$ cat config.mk
export PLATFORM = sky130hd
export DESIGN_NAME = los_ref_select
export DESIGN_NICKNAME = d
export VERILOG_FILES = /design/src/rtl/los_ref_select.sv
export SDC_FILE = /design/constraint.sdc
export NUM_CORES = 1
export LEC_CHECK = 0
export ABC_AREA = 1
export BUFFER_PORTS_ARGS = -buffer_cell sky130_fd_sc_hd__buf_2
export CAP_MARGIN = 15
export CORE_MARGIN = 5
export CORE_UTILIZATION = 57
export CTS_BUF_LIST = sky130_fd_sc_hd__clkbuf_4 sky130_fd_sc_hd__clkbuf_8 sky130_fd_sc_hd__clkbuf_16
export CTS_CLUSTER_DIAMETER = 120
export DETAILED_ROUTE_END_ITERATION = 10
export GPL_TIMING_DRIVEN = 0
export PLACE_DENSITY = 0.77
export SLEW_MARGIN = 20
export SYNTH_ARGS = -nofsm -noshare
export SYNTH_HDL_FRONTEND = slang
export SYNTH_SLANG_ARGS = --single-unit
$ cat constraint.sdc
create_clock -name clk -period 1.4 [get_ports clk]
set_input_delay 0.07 -clock clk [delete_from_list [all_inputs] [get_ports clk]]
set_output_delay 0.07 -clock clk [all_outputs]
set_load 0.01 [all_outputs]
$ cat src/rtl/los_ref_select.sv
`timescale 1ns/1ps
module los_ref_select #(
  parameter int LOS_BITS   = 32,
  parameter int CLR_WIN    = 32,
  parameter int CLR_MARKS  = 4,
  parameter int SYNC_WIN   = 64,
  parameter int SYNC_EDGES = 4
) (
  input  logic       clk,
  input  logic       rst_n,
  input  logic       bit_en,
  input  logic       mark,
  input  logic       rx_pos_n,
  input  logic       rx_neg_n,
  input  logic       master_mode,
  input  logic       sync_in,
  output logic       los,
  output logic       rd_pos_n,
  output logic       rd_neg_n,
  output logic [1:0] ref_sel,
  output logic       ref_chg
);
  localparam int ZW = $clog2(LOS_BITS + 1);
  localparam int WW = $clog2(CLR_WIN + 1);
  localparam int MW = $clog2(CLR_MARKS + 1);
  localparam int SW = $clog2(SYNC_WIN);
  localparam int EW = $clog2(SYNC_EDGES + 1);
  localparam logic [1:0] SEL_LINE = 2'b00;
  localparam logic [1:0] SEL_SYNC = 2'b01;
  localparam logic [1:0] SEL_FREE = 2'b10;

  logic [ZW-1:0] zero_cnt;
  logic [WW-1:0] win_cnt;
  logic [MW-1:0] mark_cnt, marks_nxt;

  assign marks_nxt = (mark && mark_cnt != MW'(CLR_MARKS)) ? mark_cnt + 1'b1 : mark_cnt;

  always_ff @(posedge clk) begin
    if (!rst_n) begin
      los      <= 1'b0;
      zero_cnt <= '0;
      win_cnt  <= '0;
      mark_cnt <= '0;
    end else if (bit_en) begin
      if (!los) begin
        win_cnt  <= '0;
        mark_cnt <= '0;
        if (mark) zero_cnt <= '0;
        else if (zero_cnt == ZW'(LOS_BITS - 1)) begin
          zero_cnt <= '0;
          los      <= 1'b1;
        end else zero_cnt <= zero_cnt + 1'b1;
      end else begin
        zero_cnt <= '0;
        if (win_cnt == WW'(CLR_WIN - 1)) begin
          win_cnt  <= '0;
          mark_cnt <= '0;
          if (marks_nxt == MW'(CLR_MARKS)) los <= 1'b0;
        end else begin
          win_cnt  <= win_cnt + 1'b1;
          mark_cnt <= marks_nxt;
        end
      end
    end
  end

  assign rd_pos_n = los | rx_pos_n;
  assign rd_neg_n = los | rx_neg_n;

  logic [2:0]    sync_sh;
  logic          sync_rise, sync_act;
  logic [SW-1:0] sync_tick;
  logic [EW-1:0] edge_cnt, edges_nxt;

  assign sync_rise = sync_sh[1] & ~sync_sh[2];
  assign edges_nxt = (sync_rise && edge_cnt != EW'(SYNC_EDGES)) ? edge_cnt + 1'b1 : edge_cnt;

  always_ff @(posedge clk) begin
    if (!rst_n) begin
      sync_sh   <= '0;
      sync_tick <= '0;
      edge_cnt  <= '0;
      sync_act  <= 1'b0;
    end else begin
      sync_sh   <= {sync_sh[1:0], sync_in};
      sync_tick <= sync_tick + 1'b1;
      if (sync_tick == SW'(SYNC_WIN - 1)) begin
        edge_cnt <= '0;
        if (edges_nxt == EW'(SYNC_EDGES)) sync_act <= 1'b1;
        else if (edges_nxt == '0)         sync_act <= 1'b0;
      end else edge_cnt <= edges_nxt;
    end
  end

  logic [1:0] sel_nxt;
  always_comb begin
    if (!master_mode && !los) sel_nxt = SEL_LINE;
    else if (sync_act)        sel_nxt = SEL_SYNC;
    else                      sel_nxt = SEL_FREE;
  end

  always_ff @(posedge clk) begin
    if (!rst_n) begin
      ref_sel <= SEL_FREE;
      ref_chg <= 1'b0;
    end else begin
      ref_sel <= sel_nxt;
      ref_chg <= (sel_nxt != ref_sel);
    end
  end

  AST_LOS_ONLY_ON_SPACE: assert property (@(posedge clk) disable iff (!rst_n)
    $rose(los) |-> ($past(bit_en) && !$past(mark)));
  AST_LOS_CLEAR_ON_BIT: assert property (@(posedge clk) disable iff (!rst_n)
    $fell(los) |-> ($past(bit_en) && $past(rst_n)));
  AST_SLAVE_LINE: assert property (@(posedge clk) disable iff (!rst_n)
    ($past(rst_n) && !$past(master_mode) && !$past(los)) |-> ref_sel == SEL_LINE);
  AST_SLAVE_LOS_NOT_LINE: assert property (@(posedge clk) disable iff (!rst_n)
    ($past(rst_n) && $past(los)) |-> ref_sel != SEL_LINE);
  AST_MASTER_NO_LINE: assert property (@(posedge clk) disable iff (!rst_n)
    ($past(rst_n) && $past(master_mode)) |-> ref_sel != SEL_LINE);
  AST_SEL_LEGAL: assert property (@(posedge clk) disable iff (!rst_n)
    ref_sel != 2'b11);
  AST_SYNC_ACT_AT_WINDOW: assert property (@(posedge clk) disable iff (!rst_n)
    ($past(rst_n) && $changed(sync_act)) |-> sync_tick == '0);
  AST_CHG_MEANS_CHANGE: assert property (@(posedge clk) disable iff (!rst_n)
    ($past(rst_n) && ref_chg) |-> ref_sel != $past(ref_sel));
  AST_CHANGE_MEANS_CHG: assert property (@(posedge clk) disable iff (!rst_n)
    ($past(rst_n) && ref_sel != $past(ref_sel)) |-> ref_chg);
endmodule

==> out/results.txt <==
Initial antenna violation count: 0
Htree depth: 2
Sw frac: 0.223
Layout cells sized above 1: 0.212
CP endpoint: rd_neg_n
Pwr Total: 1.77 mW
CTS Buffer Depth: 2
F_max: 766 MHz
Setup TNS: 0 ps
Worst R2R Setup Slack: 100 ps
I/O Buffers: 12
Required time of the critical path: 1330 ps
Final wirelength: 2960 microns
Relative slew slack: 0.784
Die Ht: 61.3 microns
Sw power: 0.396 mW
Register area: 648 sq um
Setup violations, final: 0
Crit. path cell count: 3
Synth Area in Adders: 0.0584
Post-synthesis compound-gate area fraction: 0.122
Critical Path AT: 1240 ps
Critical Path Slowest Stage Cell: dfxtp_1
WS Path Type: reg2out
Final slew viol count: 0
Power share of the combinational group: 0.067
N_diodes: 0
Main combinational cell family by area after synthesis: simple AND/OR/NAND/NOR gates
Clk_skew: 10.5 ps
Chip width: 61.3 microns
Via density per instance: 5.08
Area leader, netlist: dfxtp_1
Top Ports: 14
DR DRC count: 0
Endpoints failing hold: 0
CTS tree: built
Clock Latency Late Sink: 330 ps
First-pass GRT wire length: 5000 microns
Vias: 1325
Endpoint class of the critical path: output port
GPL Wtd Cong: 0.821
Hpwl dp: 2090 microns
RR Startpoint: mark_cnt[0]
Grt total ovfl: 0
Clock Pin Slew Worst Setup and Hold Paths: 110 ps
Post-synthesis mux area share: 0
CP delay by family, top: flip-flops
Worst Reg-to-Reg Cells: 8
# nets final: 245
Sink Count: 32
CP max FO: 9
Status: complete, no violations
Max Cap Viol: 0
PwrDens: 1010 nW/um^2
Worst vdd ir: 821 uV
Sequential fraction of the synthesis area: 0.427
Worst setup SP type: register
Avg Cell Area, Syn: 7.32 sq um
Drt first pass iters: 4
Clk pwr share: 0.399
Synth cell types: 25
Die area: 3760 sq um
Commonest cells after routing, fill and taps aside: nand2_1, dfxtp_1, inv_1
Wire per inst: 11.3 microns
Period utilisation layout: 0.933
Pin count of the biggest net entering global routing: 11
Row Count: 18
Area share of and/or/nand/nor cells after synthesis: 0.279
Commonest non-fill, non-tap cell in the layout: nand2_1
Crit path largest cell delay: 320 ps
CTS buffer count: 5
Post-route ant nets: 0
Initial core utilization: 0.600
Number of global-route vias before repair: 1191
Cell Chain, Critical Path: buf_4 -> or2_2 -> buf_2
Synth area leaders: dfxtp_1, nand2_1, a21oi_1
Crit. Startpoint: los
Area occupied by multi-input gates: 752 sq um
Worst hold path type: in2reg
Fillers: 210
Worst-margin pin slew: 321 ps
Sequential share of power: 0.533
Total core area: 2500 sq um
P_leak: 0.759 nW
Seq cells post-synth: 32
GR Util All Layers: 0.183
Internal cell power: 1.38 mW
Post-Syn Area: 1500 sq um
Worst reg2reg endpoint: los
Crit path buf inv count: 2
Iter 0 DRT Violations: 47
YS warnings: 0
Top cell type's share of synthesized area: 0.427
Final core occ: 0.703
Area Overhead vs Synth: 17.2%
Min cycle time layout: 1310 ps
Synth Instances: 205
CTS Root Cell: clkbuf_4
Post-synthesis xor/xnor area fraction: 0.0292
Synth Net Count: 220
==> per-stage QoR <==
step                      area [sq um]  std cells  hold WS (ps)  setup WS (ps)
final                             1760        261          65.8           94.4
after global routing              1760        261          58.2          -5.88
after CTS                         1730        260          51.3           1.88
after detailed placement          1600        247           265          -27.4
after global placement            1600        247           250            102
after floorplan                   1500        205           168            165
==> per-layer routing <==
layer | vias to the layer above | GRT usage | wire length (microns)
li1 | 706 | - | -
met1 | 596 | 0.206 | 1340
met2 | 18 | 0.320 | 1480
met3 | 5 | 0.0692 | 98
met4 | 0 | 0.0557 | 36
met5 | - | 0 | 0
==> cell usage after synthesis <==
master    count
ha_1          7
nand4_1       3
xor2_1        4
or2_2         2
a31o_2        1
dfxtp_1      32
a211oi_1      1
nand3_1       9
o21ai_1       1
clkinv_1      1
buf_2         3
o21a_1        1
nand2_1      53
and2_1        1
nor2_2        4
nand2_2       1
nor3_1        5
o21ai_0      10
a21oi_1      19
buf_4         2
nand3_2       2
xnor2_1       1
nor2_1       16
a21oi_2       1
inv_1        25
==> area by class of cell <==
| type | count | area share |
|---|---|---|
| plain buffers | 5 | 0.0171 |
| repair buffers | 18 | 0.0641 |
| flip-flops and latches | 32 | 0.369 |
| well taps | 30 | 0.0214 |
| clock buffers | 6 | 0.0256 |
| multi-input cells | 142 | 0.428 |
| clock inverters | 2 | 0.0199 |
| inverters | 26 | 0.0555 |
==> flip-flops by register name (all words and copies together) (netlist names), 2 cells and up <==
signal	count
sync_tick	6
win_cnt	6
zero_cnt	6
edge_cnt	3
mark_cnt	3
sync_sh	3
ref_sel	2
==> worst min path at each step <==
| stage | endpoint | from | slack (ps) | cells after the start |
|---|---|---|---|---|
| 2_1_floorplan | sync_sh[0] | sync_in | 170 | 2 |
| 3_3_place_gp | sync_sh[0] | sync_in | 250 | 3 |
| 3_5_place_dp | sync_sh[0] | sync_in | 270 | 3 |
| 4_1_cts | ref_sel[1] | master_mode | 50 | 3 |
| 5_1_grt | ref_sel[1] | master_mode | 60 | 3 |
| 6_report | zero_cnt[3] | mark | 70 | 4 |
==> cells by family after synthesis <==
family          count (synthesis)
compound gates                 34
xor+xnor                        5
fa+ha+maj                       7
buf+inv                        31
flops                          32
simple gates                   96
==> power by group through the flow <==
stage | sequential [mW] | combinational, mW | clock, mW
4_1_cts | 0.943 | 0.116 | 0.719
6_report | 0.944 | 0.119 | 0.707
2_1_floorplan | 0.964 | 0.0716 | 0
5_1_grt | 0.947 | 0.137 | 0.766
3_5_place_dp | 0.965 | 0.109 | 0
3_3_place_gp | 0.963 | 0.105 | 0
==> tightest hold or removal path, delay by kind of cell <==
kind | cells | cell delay (ps)
buffers and inverters | 1 | 130
and+or+nand+nor | 2 | 110
AOI/OAI and AO/OA | 1 | 50
==> timing repair <==
item / CTS / global route
endpoints found under the hold margin: 4 / 0
gates resized for setup: 2 / 10
hold buffers: 3 / 0
endpoints found under the setup margin: 1 / 6
pin swaps: 1 / 2
setup buffers: 2 / 1
(Power assumes the default switching activity.)
